===== config.mk =====
export PLATFORM = sky130hd
export DESIGN_NAME = ovr_status_latch
export DESIGN_NICKNAME = d
export VERILOG_FILES = /design/src/rtl/ovr_pkg.sv /design/src/rtl/ovr_event_gate.sv /design/src/rtl/ovr_sticky.sv /design/src/rtl/ovr_status_pack.sv /design/src/rtl/ovr_status_latch.sv
export SDC_FILE = /design/constraint.sdc
export NUM_CORES = 1
export LEC_CHECK = 0
export BUFFER_PORTS_ARGS = -buffer_cell sky130_fd_sc_hd__buf_2
export CAP_MARGIN = 10
export CORE_AREA = 3 3 40 42
export CTS_BUF_LIST = sky130_fd_sc_hd__clkbuf_8 sky130_fd_sc_hd__clkbuf_16
export DETAILED_ROUTE_END_ITERATION = 10
export DIE_AREA = 0 0 43 45
export GPL_TIMING_DRIVEN = 0
export PLACE_DENSITY = 0.48
export SYNTH_ARGS = -nofsm -noshare
export SYNTH_HDL_FRONTEND = slang
export SYNTH_SLANG_ARGS = --single-unit
export TNS_END_PERCENT = 20

===== constraint.sdc =====
create_clock -name clk_i -period 0.8 [get_ports clk_i]
set_input_delay 0.16 -clock clk_i [delete_from_list [all_inputs] [get_ports clk_i]]
set_output_delay 0.16 -clock clk_i [all_outputs]
set_load 0.02 [all_outputs]

===== src/rtl/ovr_pkg.sv =====
`timescale 1ns/1ps
package ovr_pkg;
  localparam int STAT_W      = 8;
  localparam int SER_BIT     = 5;
  localparam int KEY_BIT     = 6;
  localparam int FRM_BIT     = 7;
  localparam int NUM_FLAGS   = 3;
  // index of each sticky flag inside the internal flag vector
  localparam int IDX_SER     = 0;
  localparam int IDX_KEY     = 1;
  localparam int IDX_FRM     = 2;
endpackage


===== src/rtl/ovr_event_gate.sv =====
`timescale 1ns/1ps
module ovr_event_gate
  import ovr_pkg::*;
#(
  parameter int W      = STAT_W,
  parameter int S_BIT  = SER_BIT,
  parameter int K_BIT  = KEY_BIT,
  parameter int NF     = NUM_FLAGS
) (
  input  logic         rx_stb_i,
  input  logic         key_stb_i,
  input  logic         frm_stb_i,
  input  logic [W-1:0] irq_n_i,
  output logic [NF-1:0] set_o
);
  logic unused_irq_bits;
  assign unused_irq_bits = ^irq_n_i;

  always_comb begin
    set_o          = '0;
    // an overrun only counts while the matching interrupt is still pending (low)
    set_o[IDX_SER] = rx_stb_i  & ~irq_n_i[S_BIT];
    set_o[IDX_KEY] = key_stb_i & ~irq_n_i[K_BIT];
    set_o[IDX_FRM] = frm_stb_i;
  end
endmodule


===== src/rtl/ovr_sticky.sv =====
`timescale 1ns/1ps
module ovr_sticky (
  input  logic clk_i,
  input  logic rst_i,
  input  logic set_i,
  input  logic clr_i,
  output logic flag_q
);
  always_ff @(posedge clk_i) begin
    if (rst_i)      flag_q <= 1'b0;
    else if (set_i) flag_q <= 1'b1;   // new event beats a same-cycle clear
    else if (clr_i) flag_q <= 1'b0;
  end

  // reset clears the flag
  assert_reset_clears_R1: assert property (@(posedge clk_i) rst_i |=> !flag_q);
  // set has priority over clear
  assert_set_wins_R8: assert property (@(posedge clk_i) disable iff (rst_i)
    set_i |=> flag_q);
  // clear without set empties the flag
  assert_clear_R7: assert property (@(posedge clk_i) disable iff (rst_i)
    (clr_i && !set_i) |=> !flag_q);
  // quiet cycles hold the flag
  assert_hold_R6: assert property (@(posedge clk_i) disable iff (rst_i)
    (!clr_i && !set_i) |=> $stable(flag_q));
endmodule


===== src/rtl/ovr_status_pack.sv =====
`timescale 1ns/1ps
module ovr_status_pack
  import ovr_pkg::*;
#(
  parameter int W     = STAT_W,
  parameter int S_BIT = SER_BIT,
  parameter int K_BIT = KEY_BIT,
  parameter int F_BIT = FRM_BIT,
  parameter int NF    = NUM_FLAGS
) (
  input  logic [NF-1:0] flags_i,
  output logic [W-1:0]  status_o
);
  always_comb begin
    status_o        = '1;             // unused positions read as 1
    status_o[S_BIT] = ~flags_i[IDX_SER];
    status_o[K_BIT] = ~flags_i[IDX_KEY];
    status_o[F_BIT] = ~flags_i[IDX_FRM];
  end
endmodule


===== src/rtl/ovr_status_latch.sv =====
`timescale 1ns/1ps
module ovr_status_latch
  import ovr_pkg::*;
#(
  parameter int W     = STAT_W,
  parameter int S_BIT = SER_BIT,
  parameter int K_BIT = KEY_BIT,
  parameter int F_BIT = FRM_BIT
) (
  input  logic         clk_i,
  input  logic         rst_i,
  input  logic         rx_stb_i,
  input  logic         key_stb_i,
  input  logic         frm_err_stb_i,
  input  logic [W-1:0] irq_stat_n_i,
  input  logic         clr_wr_i,
  output logic [W-1:0] status_o
);
  localparam int NF = NUM_FLAGS;

  logic [NF-1:0] set_req;
  logic [NF-1:0] flags_q;

  ovr_event_gate #(.W(W), .S_BIT(S_BIT), .K_BIT(K_BIT), .NF(NF)) u_gate (
    .rx_stb_i  (rx_stb_i),
    .key_stb_i (key_stb_i),
    .frm_stb_i (frm_err_stb_i),
    .irq_n_i   (irq_stat_n_i),
    .set_o     (set_req)
  );

  for (genvar g = 0; g < NF; g++) begin : g_flag
    ovr_sticky u_flag (
      .clk_i  (clk_i),
      .rst_i  (rst_i),
      .set_i  (set_req[g]),
      .clr_i  (clr_wr_i),
      .flag_q (flags_q[g])
    );
  end

  ovr_status_pack #(.W(W), .S_BIT(S_BIT), .K_BIT(K_BIT), .F_BIT(F_BIT), .NF(NF)) u_pack (
    .flags_i  (flags_q),
    .status_o (status_o)
  );

  // serial event during pending serial interrupt
  assert_ser_ovr_R2: assert property (@(posedge clk_i) disable iff (rst_i)
    (rx_stb_i && !irq_stat_n_i[S_BIT]) |=> !status_o[S_BIT]);
  // keyboard event during pending keyboard interrupt
  assert_key_ovr_R3: assert property (@(posedge clk_i) disable iff (rst_i)
    (key_stb_i && !irq_stat_n_i[K_BIT]) |=> !status_o[K_BIT]);
  // event with its interrupt idle leaves a clear bit clear
  assert_ser_idle_R4: assert property (@(posedge clk_i) disable iff (rst_i)
    (status_o[S_BIT] && !(rx_stb_i && !irq_stat_n_i[S_BIT])) |=> status_o[S_BIT]);
  // framing strobe
  assert_frame_R5: assert property (@(posedge clk_i) disable iff (rst_i)
    frm_err_stb_i |=> !status_o[F_BIT]);
  // a set serial bit survives until a clear write
  assert_sticky_R6: assert property (@(posedge clk_i) disable iff (rst_i)
    (!clr_wr_i && !status_o[S_BIT]) |=> !status_o[S_BIT]);
  // clear write with no keyboard set condition
  assert_key_clear_R7: assert property (@(posedge clk_i) disable iff (rst_i)
    (clr_wr_i && !key_stb_i) |=> status_o[K_BIT]);
endmodule


Word-level counts from Yosys, hierarchy flattened
Cells that the tools add are included.
- bits in registers: 3
- latch bits: 0
- bits in writable memories: 0
- memory bits (read-only): 0
- bits of input ports: 14
- output and inout bits: 8
- logic and storage cells: 17
- memories: 0
- add/subtract/negate cells: 0
- $mul: 0
- divide/modulo/power cells: 0
- $lt $le $gt $ge: 0
- eq/ne operators: 0
- shifts and indexed selects: 0
- mux-type cells: 4
- bitwise gates (word level): 7
- reduce and logical (&&, ||, !) cells: 3
- operators with widths (kind ; number):
    $reduce_bool A2 Y1 ; 3
    $not A1 Y1 ; 5
    $mux W1 ; 4
    $and A1 B1 Y1 ; 2

Longest topological paths before layout
Gate-level depths: netlist of run 1.
- depth in word-level cells: 3
- mapped depth: 2
- depth with buffers taken out: 2

By module
Synthesis of run 1 repeated with hierarchy kept, for this count alone.
- cell total of the unflattened synthesis: 24
- area, all modules: 203.9 µm²
- by module, submodules not included (module ; instances ; cells each ; area an instance (µm²) ; seq. area each (µm²)):
    ovr_sticky ; 3 ; 4 ; 38.8 ; 20.0
    ovr_status_pack ; 1 ; 9 ; 52.6 ; 0.0
    ovr_event_gate ; 1 ; 3 ; 35.0 ; 0.0

Worst setup path after synthesis of run 1
No wires, ideal clock.
- path kind: register to output
- from: register g_flag[0].u_flag.flag_q
- to: output status_o[5]
- arrival time: 0.425 ns
- required time: 0.640 ns
- path slack: 0.215 ns
- cell stages (with the launch flop): 2
- path buffers: 0
- path through: dfxtp_1 > inv_1
- cells in the longest elaborated chain, start to end: 1
- ends and longest elaborated chain (element ; line ; RTL):
    start, declared ; ovr_sticky.sv:7 ; output logic flag_q
    start signal, assigned ; ovr_sticky.sv:10 ; if (rst_i) flag_q <= 1'b0;
    start signal, assigned ; ovr_sticky.sv:11 ; else if (set_i) flag_q <= 1'b1;
    start signal, assigned ; ovr_sticky.sv:12 ; else if (clr_i) flag_q <= 1'b0;
    $not A1 Y1 ; ovr_status_pack.sv:16 ; status_o[S_BIT] = ~flags_i[IDX_SER];
    end, declared ; ovr_status_latch.sv:17 ; output logic [W-1:0] status_o
No other way between the ends.

Worst setup path after layout of run 1
Same ends and word-level chain as after synthesis.

==> results of run 1 <==
-- worst min-delay path by stage --
stage / start / end / cells past startpoint
floorplan: rst_i / g_flag[0].u_flag.flag_q / 1
global placement: rst_i / g_flag[1].u_flag.flag_q / 2
detailed placement: rst_i / g_flag[1].u_flag.flag_q / 2
CTS: rst_i / g_flag[1].u_flag.flag_q / 2
global route: rst_i / g_flag[0].u_flag.flag_q / 2
finish: rst_i / g_flag[0].u_flag.flag_q / 2
-- kinds of logic after synthesis --
family                 count (synthesis)
DFF                                    3
buffers and inverters                  9
other                                  1
and+or+nand+nor                        5
AOI/OAI and AO/OA                      3
-- final cells by class --
type	count	area share
Timing Repair Buffer	12	0.2548
Multi-Input combinational cell	13	0.1977
Sequential cell	3	0.1939
Clock buffer	3	0.1255
Buffer	5	0.1141
Tap cell	15	0.05703
Inverter	4	0.04563
Clock inverter	1	0.01141
-- per-stage QoR --
step / power, mW / hold slack (ps) / setup WS, ps
floorplan: 0.2310 / 229.1 / 215.4
global placement: 0.2590 / 363.5 / 148.1
detailed placement: 0.2592 / 364.4 / 146.0
CTS: 0.7234 / 127.8 / -53.45
global route: 0.7568 / 135.9 / -81.36
finish: 0.7026 / 129.9 / -43.16
-- cell usage in the layout (no fill, tap or decap) --
| master | synthesis | routed |
|---|---|---|
| clkbuf_8 | 0 | 3 |
| buf_4 | 5 | 7 |
| inv_2 | 0 | 3 |
| buf_2 | 0 | 7 |
| buf_6 | 0 | 3 |
| inv_1 | 4 | 2 |
| nand2b_1 | 5 | 5 |
| conb_1 | 1 | 5 |
| dfxtp_2 | 0 | 3 |
| a21oi_1 | 3 | 3 |
-- power by group --
part / switching (mW) / internal [mW]
Sequential: 0.00534 / 0.161
Combinational: 0.0531 / 0.0603
Clock: 0.0961 / 0.326
Total: 0.155 / 0.548
-- worst max-delay path, cell delays in order, from the launching register on --
cell	delay, ps
dfxtp_2	320
inv_2	30
buf_6	120
-- what timing repair did --
item | CTS | global route
setup endpoints to repair | 3 | 3
buffers inserted | 2 | 0
resized for setup | 12 | 0
-- routing by layer --
metal	track usage	vias to the layer above	wire length, µm
li1	-	91	-
met1	0.04096	61	130
met2	0.04790	12	130
met3	0.06375	0	81
met4	0.01807	0	0
met5	0	-	0
==> impl_metrics.csv, run 1 <==
group,metric,value,unit
status,status,"finished, violations left",
status,violations,"setup timing",
yosys,synth_top_family_by_area,"buffers and inverters",
yosys,avgSynthCellArea,7.746,µm²
yosys,synth_common_cells,"5 x buf_4, 5 x nand2b_1, 4 x inv_1",
yosys,synth_area,162.7,µm²
cts,cts-root-buf,"clkbuf_8",
placement,dpl_cell_area,246.5,µm²
worst_setup_path,crit_fanout,2,
worst_setup_path,worstReg2RegStart,"g_flag[1].u_flag.flag_q",
worst_setup_path,start_kind,"register",
yosys,ys_ff_latch,3,
yosys,synth_edf_count,0,
placement,place_inst,50,
detailed_routing,ant_nets,0,
worst_setup_path,worstSetupPathType,"reg -> out",
global_routing,grt_use_total,0.04330,
floorplan,row_count,13,
cts,cts_sinks,3,
min_path,min_path_type,"in -> reg",
detailed_routing,post-route-drc-count,0,
cts,clock_tree.buffer_depth,2,
layout,finalNonFillerCells,56,
yosys,synthArstFlopShare,0,
yosys,synthFlopType,"dfxtp_1",
detailed_routing,drt_first_pass_iters,1,
power,leakage,0.1704,nW
yosys,muxShareOfSynthArea,0,
cts,clk_pin_slew,30,ps
detailed_routing,post_drt_wl_per_cell,6.107,µm
layout,top_regs,"g_flag.u_flag.flag_q x3",
global_routing,grt_pass1_wl,503,µm
worst_setup_path,cp.required,640,ps
cts,hold_buffers,0,
floorplan,core_area,1285,µm²
yosys,synth_compound_area_frac,0.09231,
yosys,synthCells,21,
sta,tns,-126.5,ps
sta,post-route-period-util,1.054,
yosys,yosysTopAreaCellShare,0.3692,
worst_setup_path,endpoint,"status_o[5]",
run,maxCapViolCount,0,
yosys,yosys_warnings,0,
yosys,synth_xor_area_frac,0,
placement,place.gp.congestion,0.5768,
worst_setup_path,rr_worst_depth,3,
sta,rsz0062_at_grt,"true",
layout,largest_reg_flops,3,
sta,fin_ws,-43.16,ps
layout,diodes,0,
layout,multi_input_area,65.06,µm²
layout,fin_util,0.2561,
layout,fillers,143,
yosys,yosys.area.top_type,"dfxtp_1",
sta,slew_viol_final,0,
floorplan,die_x,43,µm
sta,min_period,843.2,ps
detailed_routing,wl,342,µm
worst_setup_path,worstPathArrival,680,ps
global_routing,grt_pass1_vias,131,
worst_setup_path,crit_start,"g_flag[0].u_flag.flag_q",
sta,finalHoldViolations,0,
placement,numPortBuffers,10,
yosys,synth_cell_types,6,
power,pwr_density_cell,2135,nW/µm²
sta,setup_viol,3,
detailed_routing,vias,164,
yosys,synth.yosys.seq_area_share,0.3692,
global_routing,antenna_found_initial,0,
yosys,synth-adder-area-share,0,
layout,regArea,63.81,µm²
floorplan,initial_core_util,0.1266,
layout,postLayoutCellArea,329.1,µm²
layout,nNetsFinal,56,
power,peakVddDrop,0.8418,mV
layout,drive_above_1_share,0.6341,
worst_setup_path,end_kind,"primary output",
sta,clock.fmax,1186,MHz
detailed_routing,first_iter_violations,0,
cts,htree_levels,1,
detailed_routing,via_per_inst,2.929,
cts,tritoncts,"done",
cts,clock_latency,210,ps
global_routing,grt_max_degree,4,
worst_setup_path,r2r_end,"g_flag[1].u_flag.flag_q",
sta,finalClockSkew,0,ps
layout,area_delta_synth_final,102.3,%
cts,cts_made_buffers,3,
yosys,yosys.area_share.simple,0.1923,
yosys,ys_top_cells_by_area,"dfxtp_1 37%, buf_4 23%, nand2b_1 19%, a21oi_1 9.2%, inv_1 9.2%",
floorplan,die_y,45,µm
floorplan,io_pins,22,
global_routing,grt_overflow,0,
layout,regMostFlops,"g_flag.u_flag.flag_q",
floorplan,dieArea,1935,µm²
worst_setup_path,r2r_slack,140,ps
(Power assumes the default switching activity.)
==> inputs of run 2 (changes only) <==
REMOVE_ABC_BUFFERS = 1   (was unset)
==> run 2 against run 1 <==
  * Final cell count shrank 13%
  * Register-to-register slack better by 80 ps
  * Clock power is 1% higher
  * The run still ends with setup timing left
  * Non-clock buffer count down 7
  * Worst setup slack got worse by 7.6 ps
  * Sequential share of layout area up 3.7 points
  * Via count is 7.9% lower
  * Critical endpoint unchanged
  * Global-route usage up 0.49 points
  * Total power shrank 2.8%
  * Die area unchanged
==> impl_metrics.csv, run 2 (synthesis results as in run 1) <==
group,metric,value,unit
status,status,"finished, violations left",
status,violations,"setup timing",
global_routing,grt_use_total,0.04821,
detailed_routing,first_iter_violations,3,
detailed_routing,ant_nets,0,
cts,cts_made_buffers,3,
cts,hold_buffers,0,
cts,clock_tree.buffer_depth,2,
worst_setup_path,cp_slowest_cell,"dfxtp_2",
detailed_routing,post-route-drc-count,0,
worst_setup_path,start_kind,"register",
detailed_routing,wl,359,µm
sta,finalHoldViolations,0,
sta,slew_viol_final,0,
global_routing,grt_pass1_wl,579,µm
worst_setup_path,worstSetupPathType,"reg -> out",
floorplan,dieArea,1935,µm²
placement,place_ws,147.5,ps
global_routing,antenna_found_initial,0,
floorplan,row_count,13,
layout,area_delta_synth_final,70.00,%
sta,post-route-period-util,1.063,
layout,final_common_cell,"buf_2",
floorplan,io_pins,22,
power,fin_total_pwr,0.6832,mW
global_routing,grt_pass1_vias,148,
layout,regMostFlops,"g_flag.u_flag.flag_q",
sta,fin_hold_ws,138.9,ps
power,pwr_density_cell,2471,nW/µm²
layout,largest_reg_flops,3,
cts,cts-root-buf,"clkbuf_8",
power,peakVddDrop,1.020,mV
placement,place_inst,45,
layout,diodes,0,
sta,finalClockSkew,0,ps
layout,fillers,158,
cts,cts_sinks,3,
detailed_routing,vias,151,
placement,place.detailed.hpwl,266.1,µm
layout,finalNonFillerCells,49,
worst_setup_path,slowest_delay,320,ps
global_routing,grt_overflow,0,
layout,nNetsFinal,49,
cts,clk_pin_slew,30,ps
placement,numPortBuffers,10,
floorplan,die_y,45,µm
cts,tritoncts,"done",
detailed_routing,drt_first_pass_iters,2,
floorplan,initial_core_util,0.1266,
worst_setup_path,worstPathCellList,"inv_2, buf_6",
layout,drive_above_1_share,0.5588,
sta,rsz0062_at_grt,"true",
floorplan,die_x,43,µm
worst_setup_path,cp.required,640,ps
detailed_routing,via_per_inst,3.082,
worst_setup_path,end_kind,"primary output",
sta,min_period,850.7,ps
layout,final_cell_mix,"7 x buf_2, 5 x nand2b_1, 5 x conb_1",
cts,post_cts_buffers,0,
layout,multi_input_area,65.06,µm²
cts,htree_levels,1,
min_path,min_path_type,"in -> reg",
run,maxCapViolCount,0,
floorplan,core_area,1285,µm²
placement,place.gp.congestion,0.6444,
detailed_routing,post_drt_wl_per_cell,7.327,µm
power,leakage,0.1392,nW
layout,regArea,63.81,µm²
layout,top_regs,"g_flag.u_flag.flag_q x3",
cts,clock_latency,220,ps
sta,fin_ws,-50.72,ps
global_routing,grt_max_degree,4,
sta,setup_viol,3,
worst_setup_path,worstPathArrival,690,ps
worst_setup_path,crit_fanout,2,
sta,clock.fmax,1175,MHz
run 2: cell types whose count changed in the layout (fill, tap and decap cells not counted):
cell / change
buf_4: -7
run 2: final timing paths:
check	start	to	slack (ps)	cells after the start
worst max register to register	g_flag[0].u_flag.flag_q	g_flag[0].u_flag.flag_q	220	2
worst min-delay path	rst_i	g_flag[1].u_flag.flag_q	140	2
worst min register to register	g_flag[1].u_flag.flag_q	g_flag[1].u_flag.flag_q	470	2
worst max-delay path	g_flag[0].u_flag.flag_q	status_o[5]	-50	2
run 2: layout make-up:
class,count,share of cell area
multi-input combinational,13,0.2353
clock inverter,1,0.01357
clock buffer,3,0.1493
sequential,3,0.2308
timing repair buffer,10,0.2489
tap,15,0.06787
inverter,4,0.05430
run 2: report_power, final:
part	leakage (nW)	internal (mW)	switching, mW	total, mW
Clock	0.0269	0.327	0.102	0.428
Sequential	0.0258	0.161	0.00557	0.167
Combinational	0.0865	0.0380	0.0498	0.0879
Total	0.139	0.526	0.157	0.683
run 2: critical path, delay by kind of cell, from the launching register on:
kind	cells	cell delay, ps
buffers and inverters	2	160
flip-flops	1	320
run 2: what timing repair did:
action                                 4_1_cts  5_1_grt
gates resized for setup                     12        0
pin swaps                                    0        0
endpoints found under the hold margin        0        0
setup endpoints to repair                    3        3
run 2: metal layers:
layer / GRT usage / share of wire / wire length [µm] / vias to the layer above
met5: 0 / 0 / 0 / -
met4: 0.05422 / 0 / 0 / 0
met3: 0.05179 / 0.19 / 68 / 0
li1: - / - / - / 76
met2: 0.05689 / 0.41 / 148 / 13
met1: 0.04077 / 0.40 / 142 / 62
run 2: stage by stage:
stage | util | TNS, ps | area (µm²)
6_report | 0.2152 | -138.6 | 276.5
2_1_floorplan | - | 0 | 140.1
4_1_cts | 0.2152 | -152.3 | 276.5
5_1_grt | 0.2152 | -219.4 | 276.5
3_5_place_dp | 0.1626 | 0 | 209.0
3_3_place_gp | 0.1626 | 0 | 209.0
